--- config.mk ---
export PLATFORM = sky130hd
export DESIGN_NAME = exc_entry_seq
export DESIGN_NICKNAME = d
export VERILOG_FILES = /design/src/rtl/exc_entry_seq.sv
export SDC_FILE = /design/constraint.sdc
export NUM_CORES = 1
export LEC_CHECK = 0
export BUFFER_PORTS_ARGS = -buffer_cell sky130_fd_sc_hd__buf_2
export CAP_MARGIN = 20
export CORE_AREA = 2 2 532 534
export DETAILED_ROUTE_END_ITERATION = 12
export DIE_AREA = 0 0 534 536
export SLEW_MARGIN = 10
export SYNTH_ARGS = -nofsm -noshare
export SYNTH_HDL_FRONTEND = slang
export SYNTH_SLANG_ARGS = --single-unit
--- constraint.sdc ---
create_clock -name clk -period 4.4 [get_ports clk]
set_input_delay 0.22 -clock clk [delete_from_list [all_inputs] [get_ports clk]]
set_output_delay 0.22 -clock clk [all_outputs]
set_load 0.02 [all_outputs]
--- src/rtl/exc_entry_seq.sv ---
module exc_entry_seq #(
  parameter int XLEN = 64
) (
  input  logic              clk,
  input  logic              rst_n,
  input  logic              take_i,
  input  logic [7:0]        exc_idx_i,
  input  logic [XLEN-1:0]   pc_i,
  input  logic [XLEN-1:0]   fw_base_i,
  input  logic              exit_i,
  input  logic [XLEN-1:0]   ret_addr_i,
  input  logic [8*XLEN-1:0] gpr_rdata_i,
  output logic              gpr_we_o,
  output logic [8*XLEN-1:0] gpr_wdata_o,
  output logic [XLEN-1:0]   new_pc_o,
  output logic [XLEN-1:0]   exc_addr_o,
  output logic              pc_load_o,
  output logic              priv_o,
  output logic              abort_o
);
  localparam int NBANK = 8;
  localparam int OFFW  = 14;

  logic            priv_q;
  logic            mapped;
  logic [OFFW-1:0] off;
  logic            enter, leave, swap;

  always_comb begin
    mapped = 1'b1;
    off    = '0;
    if (exc_idx_i[7]) begin
      if (exc_idx_i[6]) mapped = 1'b0;
      else off = 14'h2000 + {2'b00, exc_idx_i[5:0], 6'b0};
    end else if (!exc_idx_i[6]) begin
      off = 14'h1000 + {2'b00, exc_idx_i[5:0], 6'b0};
    end else begin
      case (exc_idx_i[5:0])
        6'd0:    off = 14'h0000;
        6'd1:    off = 14'h0080;
        6'd2:    off = 14'h0100;
        6'd3:    off = 14'h0180;
        6'd4:    off = 14'h0200;
        default: mapped = 1'b0;
      endcase
    end
  end

  assign enter    = take_i & mapped;
  assign leave    = exit_i & ~take_i & priv_q;
  assign swap     = (enter & ~priv_q) | (leave & ~ret_addr_i[0]);
  assign gpr_we_o = swap;
  assign priv_o   = priv_q;

  for (genvar k = 0; k < NBANK; k++) begin : g_bank
    logic [XLEN-1:0] shadow_q;
    always_ff @(posedge clk) begin
      if (!rst_n)    shadow_q <= '0;
      else if (swap) shadow_q <= gpr_rdata_i[k*XLEN +: XLEN];
    end
    assign gpr_wdata_o[k*XLEN +: XLEN] = shadow_q;
  end

  always_ff @(posedge clk) begin
    if (!rst_n) begin
      priv_q     <= 1'b1;
      pc_load_o  <= 1'b0;
      abort_o    <= 1'b0;
      new_pc_o   <= '0;
      exc_addr_o <= '0;
    end else begin
      pc_load_o <= enter | leave;
      abort_o   <= take_i & ~mapped;
      if (enter) begin
        new_pc_o   <= fw_base_i + XLEN'(off);
        exc_addr_o <= {pc_i[XLEN-1:1], priv_q};
        priv_q     <= 1'b1;
      end else if (leave) begin
        new_pc_o <= {ret_addr_i[XLEN-1:1], 1'b0};
        priv_q   <= ret_addr_i[0];
      end
    end
  end
endmodule


=== After elaboration in Yosys (flattened, before gate mapping) ===
Cells that the tools add are included.

* Register bits after elaboration: 643
* Input bits: 716
* Output and inout port bits: 644
* Logic and storage cells: 47

* $add $sub $neg: 3
* Equal/unequal tests: 4
* Muxes and demuxes: 10
* Bitwise logic cells: 13
* Reduce and logical (&&, ||, !) cells: 4

{| class="wikitable"
|+ Operator list
! kind !! count
|-
| 64-bit 2-to-1 mux || 2
|-
| 64-bit by 14-bit adder with 64-bit output || 1
|-
| 14-bit 2-to-1 mux || 3
|-
| 10-bit one-hot mux with 4 select lines || 1
|-
| 13-bit by 12-bit adder with 14-bit output (first input constant) || 1
|-
| 14-bit by 12-bit adder with 14-bit output (first input constant) || 1
|-
| 6-bit by 2-bit == test with 1-bit output (second input constant) || 2
|-
| 1-bit bitwise AND || 6
|-
| 6-bit by 1-bit == test with 1-bit output (second input constant) || 1
|-
| 6-bit by 3-bit == test with 1-bit output (second input constant) || 1
|-
| 6-bit logical NOT || 1
|-
| 1-bit NOT || 5
|-
| 5-bit OR reduction || 1
|-
| 1-bit 2-to-1 mux || 4
|-
| 1-bit bitwise OR || 2
|-
| 2-bit nonzero test || 1
|-
| 2-bit OR reduction || 1
|}

=== Longest topological paths before layout ===
Gate-level depths: netlist of the first run.

* Depth after elaboration: 8
* Depth in mapped cells: 12
* Mapped depth without buffers: 11

=== Worst setup path after synthesis of the first run ===
Ideal clock, no wire load.

* Path type: input -> register
* Start point: in exc_idx_i[5]
* End point: reg new_pc_o[56]
* Arrival time: 3.261 ns
* Data required time: 4.278 ns
* Slack: 1.018 ns
* Stages on the path: 12
* Path through: or4_1 nor2_1 a31o_2 inv_1 fa_1 nand2b_1 a21oi_1 o21ai_1 or4_4 buf_6 o31a_1 o311a_1

* Longest elaborated chain between the ends: 7

{| class="wikitable"
|+ RTL lines
! what !! line !! source
|-
| start: declaration || 7 || <nowiki>input logic [7:0] exc_idx_i,</nowiki>
|-
| branches (longest 7 deep; another with 64-bit by 14-bit adder with 64-bit output) || n/a ||
|-
| end signal: assignment || 75 || <nowiki>new_pc_o <= fw_base_i + XLEN'(off);</nowiki>
|-
| end signal: assignment || 79 || <nowiki>new_pc_o <= {ret_addr_i[XLEN-1:1], 1'b0};</nowiki>
|-
| end: declaration || 15 || <nowiki>output logic [XLEN-1:0] new_pc_o,</nowiki>
|}

Several ways; the timed one is not identified.
A chain may end at the register's enable or synchronous reset.

=== Final worst setup path of the first run ===
* Start point: in exc_idx_i[5]
* End point: reg new_pc_o[62]

The elaborated chain is that of the path after synthesis.

==> results summary, run 1 <==
The TritonCTS buffer count is 95. The beginning of the worst hold path is fw_base_i[9]. The worst hold path passes through 5 cells. The maximum fanout count along the critical path is 17. STA classifies the critical path startpoint as a primary input. Yosys printed 0 warnings. Dividing the final minimum period by the clock period gives 0.892.

The number of DRC markers after the initial detailed-route iteration came out at 1758. The detailed router placed around 31000 vias in this run. Input and output buffers added on the ports amount to 1358. In this design, the stage delay of the slowest critical-path cell is ~0.58 ns.

The initial antenna violation count came out at 155. The post-placement worst setup slack is around 0.6 ns. The later pin in the worst-skew pair is clocked with a latency of 0.81 ns. The total congestion overflow is 0. The relative slew slack is 0.273. VDD sags by at most 0.282 mV. The largest total area in the synthesized netlist belongs to sky130_fd_sc_hd__dfxtp_1.

The congestion estimate from routability-driven global placement came to 0.874. The pin slew with the least headroom to its limit is roughly 1.1 ns. The power per unit of standard cell area came out at 359 nW/um^2. The time the final worst path needs with I/O delays and setup is between 3 and 4 ns. Setup repair after global routing left no endpoint under its margin. The clock tree from TritonCTS is built.

The share of synthesized flip-flops with an asynchronous set or reset is 0. The worst register-to-register path ends at g_bank[6].shadow_q[3]$_SDFFE_PN0P_. The detail-routed net length per standard cell is about 27 um.

The max-capacitance violation count is 0. The first-pass iteration count of the detailed router is 5. The net count after synthesis came out at 3881. Measured on the finished design, the core utilization comes to 0.171. The number of distinct library cell variants in the gate-level netlist after synthesis is 54.

The worst register-to-register path has a depth of 8. The number of global-route vias before repair is 31100. After detailed routing, the total wire length is 249000 um. The hold buffer count at CTS came out at 814. After clock tree synthesis, the setup repair step added 0 buffers. The global router's overall resource usage is 0.167.

The final number of hold-violating endpoints came out at 0. The worst setup path is captured at a register. The synthesized instance count came out at 3156. The kind of cell with the highest combined delay on the critical path is simple AND/OR/NAND/NOR gates.

The placed wire-length estimate came out at 210000 um. The number of DRC violations after detailed routing is 0. The global-route wire length before repair is 313000 um. The largest individual stage delay along the critical path comes from the cell sky130_fd_sc_hd__dlygate4sd3_1.

Data arrives at the worst endpoint at 4.58 ns. Counting flops with a built-in enable in the synthesized netlist gives 0. The average instance area after synthesis is 8.08 sq um.

The most instantiated library cell after synthesis is sky130_fd_sc_hd__nand2_1. The critical path goes through buf_2, or4_1, nor2_1, a31o_2, inv_1, fa_1, nand2b_1, a21oi_1, o21ai_1, buf_4, nor4_1, nand3_1, dlygate4sd3_1, and4b_1, dlygate4sd3_1. The standard-cell row count came out at between 150 and 200. The required time at the worst-slack endpoint came out at a little over 5 ns. The master cell of the clock root buffer is sky130_fd_sc_hd__clkbuf_16. Setup violations remaining at the end of the flow were counted as 0.

The total area of sequential cells is 12900 sq um. The count of nets left with antenna violations once routing finished came out at 0. The die covers approximately 290000 sq um. The register bit total from synthesis is approximately 640. The total I/O pin count is 1360. The flop-to-flop setup slack is around 1.8 ns. In this run the number of cells on the critical path is 15.

The maximum frequency from static timing analysis is 255 MHz. The run finished with clean final reports. The startpoint identified for the worst register-to-register timing path is priv_o$_SDFFE_PP1P_. The number of buffers and inverters on the critical path is 5.

The setup clock skew after layout is between 0.03 and 0.04 ns. The share of Yosys cell area claimed by the top area cell type came out at 0.505. The number of filler instances in the final layout is 31800. The deepest clock path buffer count came out at 4. In this run the horizontal extent of the chip is 534 um. After floorplanning, the core was sized to cover 281000 sq um.

By area the synthesized netlist is led by sky130_fd_sc_hd__dfxtp_1 (50%), sky130_fd_sc_hd__nand2_1 (20%), sky130_fd_sc_hd__a21boi_0 (11%). The destination of the worst hold path is new_pc_o[9]$_SDFFE_PN0P_. The via count normalized by instance count is 3.41. The sum of negative setup slack came out at 0 ns. The synthesized cell area is ~26000 sq um. The number of gates resized after CTS is 0. The area growth from synthesis to layout is 88.8%. Of the synthesized area, sequential elements account for 0.505. The predominant post-synthesis flop cell is sky130_fd_sc_hd__dfxtp_1. The min-delay analysis places its worst path in the category primary input to register.

For this design the static power due to leakage is 20.4 nW. The number of clock sinks is 643. The number of pins with negative max-slew slack in the final report was 0. The share of final-layout standard cells stronger than drive strength 1 came out at 0.298. The starting density of the core is 0.0908. The footprint of the multi-input gates came out at 11600 sq um.

The commonest cells after synthesis are sky130_fd_sc_hd__nand2_1 (1347), sky130_fd_sc_hd__dfxtp_1 (643), sky130_fd_sc_hd__a21boi_0 (388), sky130_fd_sc_hd__a21boi_1 (195), sky130_fd_sc_hd__clkbuf_1 (166). By startpoint and endpoint, the worst setup path is classified as primary input to register. The worst path meets setup with 0.477 ns of slack. By instance count, the cell type seen most on the critical path is sky130_fd_sc_hd__dlygate4sd3_1. The clock tree synthesis step divided the H-tree into 3 levels. Clock-pin slew was measured on the worst setup and hold paths at approximately 0.060 ns. Entering global routing, the biggest net connects 178 pins. The count of nets after finishing came out at 5970. The height of the chip is 536 um.
[kinds of logic (layout without fill, tap and decap cells)]
logic type                 after synthesis  in the layout  share of synthesized area
AOI/OAI and AO/OA                      675            675                      0.193
DFF                                    643            643                      0.505
muxes                                    1              1                   0.000392
buffers and inverters                  247           2405                     0.0395
xor gates and xnor gates                47             47                     0.0161
and+or+nand+nor                       1534           1534                      0.241
other                                    0             66                          0
adders and majority gates                9              9                    0.00471
[routing by layer]
| metal | GRT usage | routed length, um | up-vias |
|---|---|---|---|
| met5 | 0 | 233 | - |
| met4 | 0.0592 | 10500 | 36 |
| met3 | 0.131 | 44200 | 471 |
| met2 | 0.246 | 101000 | 1575 |
| met1 | 0.179 | 93200 | 14500 |
| li1 | - | - | 14600 |
[power breakdown]
part	switching, W	leakage [nW]	internal (W)
combinational	0.00188	13.7	0.00123
sequential	0.000139	5.24	0.00610
clock	0.00334	1.52	0.00457
total	0.00536	20.4	0.0119
[per-stage QoR]
| stage | std cells | hold slack (ns) | power [W] | cell area (sq um) |
|---|---|---|---|---|
| 2_1_floorplan | 3156 | 0.334 | 0.00739 | 25500 |
| 3_3_place_gp | 8077 | 0.435 | 0.00879 | 36700 |
| 3_5_place_dp | 8077 | 0.440 | 0.00880 | 36700 |
| 4_1_cts | 9057 | 0.0870 | 0.0176 | 48000 |
| 5_1_grt | 9100 | 0.148 | 0.0180 | 48100 |
| 6_report | 9123 | 0.164 | 0.0173 | 48100 |
[cell usage in the layout, fill, tap and decap left out, drive strengths merged, types with 3 or more instances in the layout]
master,synthesis,routed
dfxtp,643,643
o21ai,11,11
nor2b,8,8
buf,66,1410
dlygate4sd3,0,814
clkinv,0,29
or3,4,4
nand3,74,74
a21oi,51,51
xor2,11,11
o211ai,3,3
nor4,24,24
inv,15,19
and4,3,3
bufinv,0,6
ha,8,8
o311a,4,4
xnor2,36,36
clkbuf,166,117
nand4,17,17
o31a,3,3
nand2b,4,4
a22oi,6,6
a21boi,583,583
nor3,13,13
diode,0,66
clkinvlp,0,10
o21a,3,3
and3,11,11
nand2,1347,1347
a31oi,3,3
nor2,17,17
[registers in the layout, summed over array words and instances, names as in the netlist]
name and cells:
g_bank.shadow_q 512, priv_o 1, new_pc_o 64, exc_addr_o 64, pc_load_o 1, abort_o 1
[how the worst max path moves through the flow]
stage	to	from	slack (ns)
after global placement	new_pc_o[56]$_SDFFE_PN0P_	exc_idx_i[5]	0.56
after detailed placement	new_pc_o[56]$_SDFFE_PN0P_	exc_idx_i[5]	0.60
after floorplan	new_pc_o[56]$_SDFFE_PN0P_	exc_idx_i[5]	1.02
after global routing	new_pc_o[62]$_SDFFE_PN0P_	exc_idx_i[5]	0.34
final	new_pc_o[62]$_SDFFE_PN0P_	exc_idx_i[5]	0.48
after CTS	new_pc_o[62]$_SDFFE_PN0P_	exc_idx_i[5]	0.61
[area by class of cell]
| class | instances | area share |
|---|---|---|
| diodes | 66 | 0.00343 |
| clock buffers | 117 | 0.0540 |
| clock inverters | 49 | 0.0113 |
| inverters | 15 | 0.00133 |
| multi-input cells | 2266 | 0.242 |
| flip-flops and latches | 643 | 0.267 |
| well taps | 3743 | 0.0973 |
| repair buffers | 2224 | 0.323 |
[worst reg2reg max path, delay by kind of cell (launching register included)]
kind | cells | cell delay [ns]
AO/OA/AOI/OAI | 2 | 0.38
buffers and inverters | 4 | 1.48
flip-flops | 1 | 0.49
AND/OR/NAND/NOR | 2 | 0.23
No activity file was read; power rests on OpenSTA's default activity.
==> run 2, diff against run 1 <==
==> constraint.sdc (replaced) <==
create_clock -name clk -period 4.4 [get_ports clk]
set_input_delay 0.22 -clock clk [delete_from_list [all_inputs] [get_ports clk]]
set_output_delay 0.22 -clock clk [all_outputs]
set_load 0.05 [all_outputs]
==> run 2 against run 1 <==
Effect of this change: total power increased by 5.8%; critical path depth is the same; non-clock buffer count is 6 lower; count of clock-buffer cells in the layout fell by 4; wire length increased by 0.57%; critical endpoint unchanged; largest cell class unchanged; largest power group unchanged.
==> results summary, run 2 (same netlist as run 1, synthesis figures left out) <==
Setup repair after global routing left no endpoint under its margin. The maximum vdd ir drop is 0.296 mV (+5.0%). The worst setup path is of the primary input to register kind. The maximum frequency from static timing analysis is 255 MHz (+0.23%). The wire length after detailed routing came out at 251000 um (+0.57%). The sum of negative setup slack is 0 ns (unchanged). The flow ran to the end, and the final reports show no timing, DRC or antenna violations. The first-pass iteration count of the detailed router is 7 (+2). The global router's overall resource usage came to 0.168 (+0.000949). The final number of hold-violating endpoints was 0 (unchanged).

The worst path buffer plus inverter count is 5 (unchanged). The number of pins with negative max-slew slack in the final report came to 0 (unchanged). The total I/O pin count is 1360 (unchanged). The TritonCTS buffer count was 96 (+1.1%). The global-route wire length before repair is 314000 um (+0.38%). The die area is 286000 sq um (unchanged). The clock-pin slew on the worst setup and hold paths was 0.06 ns (about the same). The initial antenna violation count is 163 (+5.2%). The post-placement worst setup slack is 0.600 ns (+0.000917 ns). The die outline width came out at 534 um (unchanged). The time the final worst path needs with I/O delays and setup is 3.91 ns (-0.00893 ns). The count of vias placed by the detailed router is 31300 (+0.54%). The number of levels in the clock H-tree was 3 (unchanged).

The number of DRC violations after detailed routing came out at 0 (unchanged). The pin slew with the least headroom to its limit came to 0.975 ns (-0.111 ns). The count of buffers added by post-CTS timing repair for setup came out at 0 (unchanged). The height of the chip is 536 um (unchanged). The core footprint is 281000 sq um (unchanged). The deepest clock path buffer count came out at 4 (unchanged). The starting density of the core came to 0.0908 (unchanged). The maximum fanout count along the critical path is 17 (unchanged). The arrival time of the worst setup path was 4.59 ns (about the same).

The number of DRC markers after the initial detailed-route iteration is 1600 (-9.0%). Ranked by flip-flop count, first place goes to g_bank.shadow_q. Among all stages on the critical path, the largest delay is contributed by sky130_fd_sc_hd__dlygate4sd3_1.

The detail-routed net length per standard cell came out at 27.5 um (+0.63%). STA classifies the critical path endpoint as a register. By instance count, the cell type seen most on the critical path is sky130_fd_sc_hd__dlygate4sd3_1. In the layout the commonest cells are sky130_fd_sc_hd__buf_2 (1357), sky130_fd_sc_hd__nand2_1 (1346), sky130_fd_sc_hd__dlygate4sd3_1 (818), sky130_fd_sc_hd__dfxtp_1 (643), sky130_fd_sc_hd__a21boi_0 (388). The area added between synthesis and finish came out at 88.9%. The power per unit of standard cell area is 379 nW/um^2 (+5.7%). The via count normalized by instance count came out at 3.43 (+0.60%). The library cell used most frequently in the layout, excluding fill and tap cells, is sky130_fd_sc_hd__buf_2. The setup clock skew after layout came out at 0.0549 ns (+0.0179 ns). The min-delay analysis places its worst path in the category primary input to register.

The count of nets after finishing came out at 5965 (-0.084%). The worst setup slack after layout is 0.486 ns (+0.00893 ns). The number of global-route vias before repair is 31100 (-0.093%). The required time at the worst-slack endpoint is 5.07 ns (about the same). The worst setup path is launched from a primary input. The largest registers in the layout are g_bank.shadow_q: 512 flops, exc_addr_o: 64 flops, new_pc_o: 64 flops. The part of the cycle the worst path needs is 0.890 (-0.00203). TritonCTS built the clock tree. The critical path's largest stage delay came out at 0.58 ns (about the same). The relative slew slack came to 0.348 (+0.0746). The standard-cell row count is 195 (unchanged). The leakage power came to 20.4 nW (-0.15%). The max-capacitance violation count was 0 (unchanged). The critical path goes through buf_2, or4_1, nor2_1, a31o_2, inv_1, fa_1, nand2b_1, a21oi_1, o21ai_1, buf_4, nor4_1, nand3_1, dlygate4sd3_1, and4b_1, dlygate4sd3_1. The later-pin clock latency in the skew report is 0.85 ns (+0.04 ns). The number of port buffers is 1358 (unchanged). The number of flip-flops in the largest register came to 512 (unchanged). The number of filler instances in the final layout came out at 31900 (+0.23%).

The count of antenna-violating nets left after detailed routing is 0 (unchanged). The kind of cell with the highest combined delay on the critical path is simple AND/OR/NAND/NOR gates. The placed wire-length estimate is 211000 um (about the same). The total congestion overflow is 0 (unchanged). The final setup violation count came out at 0 (unchanged). The routability congestion estimate from global placement is 0.896 (+2.5%).

The share of final-layout standard cells stronger than drive strength 1 came out at 0.296 (-0.00171). The number of clock sinks came out at 643 (unchanged). The pin count of the biggest net entering global routing came out at 182 (+2.2%). The master cell of the clock root buffer is sky130_fd_sc_hd__clkbuf_16.
run 2: worst reg2reg max path, delay by kind of cell (launching register included):
| family | cells | cell delay (ns) |
|---|---|---|
| AOI/OAI and AO/OA | 2 | 0.47 |
| buffers and inverters | 3 | 1.59 |
| DFF | 1 | 0.45 |
| and+or+nand+nor | 1 | 0.20 |
run 2: power breakdown:
| group | internal [W] | total (W) | switching, W |
|---|---|---|---|
| logic | 0.00122 | 0.00372 | 0.00250 |
| registers | 0.00610 | 0.00624 | 0.000140 |
| clock network | 0.00490 | 0.00831 | 0.00341 |
| total | 0.0122 | 0.0183 | 0.00604 |
run 2: what timing repair did:
action,in CTS,in global routing
hold buffers,818,0
gates resized for setup,0,0
hold endpoints to repair,642,0
run 2: final timing paths:
kind	start	endpoint	slack [ns]	depth (start not counted)
worst max-delay path	exc_idx_i[5]	new_pc_o[62]$_SDFFE_PN0P_	0.49	15
worst max register to register	priv_o$_SDFFE_PP1P_	g_bank[0].shadow_q[50]$_SDFFE_PN0P_	1.64	6
worst min-delay path	fw_base_i[9]	new_pc_o[9]$_SDFFE_PN0P_	0.14	5
worst min register to register	g_bank[0].shadow_q[16]$_SDFFE_PN0P_	g_bank[0].shadow_q[16]$_SDFFE_PN0P_	0.44	2
run 2: stage by stage:
step           std cells  power [W]  instance area, sq um   util  hold WS (ns)
2_1_floorplan       3156    0.00801                 25500      -         0.334
3_3_place_gp        8067    0.00939                 36600  0.130         0.434
3_5_place_dp        8067    0.00939                 36600  0.130         0.440
4_1_cts             9054     0.0187                 48000  0.171        0.0317
5_1_grt             9093     0.0190                 48100  0.171        0.0693
6_report            9118     0.0183                 48200  0.172         0.138
run 2: final cells by class:
| type | count | area, sq um | share of cell area |
|---|---|---|---|
| Clock buffer | 113 | 2530 | 0.0524 |
| Sequential cell | 643 | 12900 | 0.267 |
| Timing Repair Buffer | 2218 | 15500 | 0.321 |
| Inverter | 15 | 63.8 | 0.00132 |
| Clock inverter | 56 | 754 | 0.0157 |
| Tap cell | 3743 | 4680 | 0.0972 |
| Multi-Input combinational cell | 2266 | 11600 | 0.242 |
| Antenna cell | 64 | 160 | 0.00332 |
run 2: layer usage:
layer / track usage / vias up / part of all wire
met4: 0.0653 / 32 / 0.048
met5: 0 / - / 0.00080
met2: 0.244 / 1663 / 0.40
met1: 0.180 / 14500 / 0.38
li1: - / 14600 / -
met3: 0.133 / 495 / 0.18
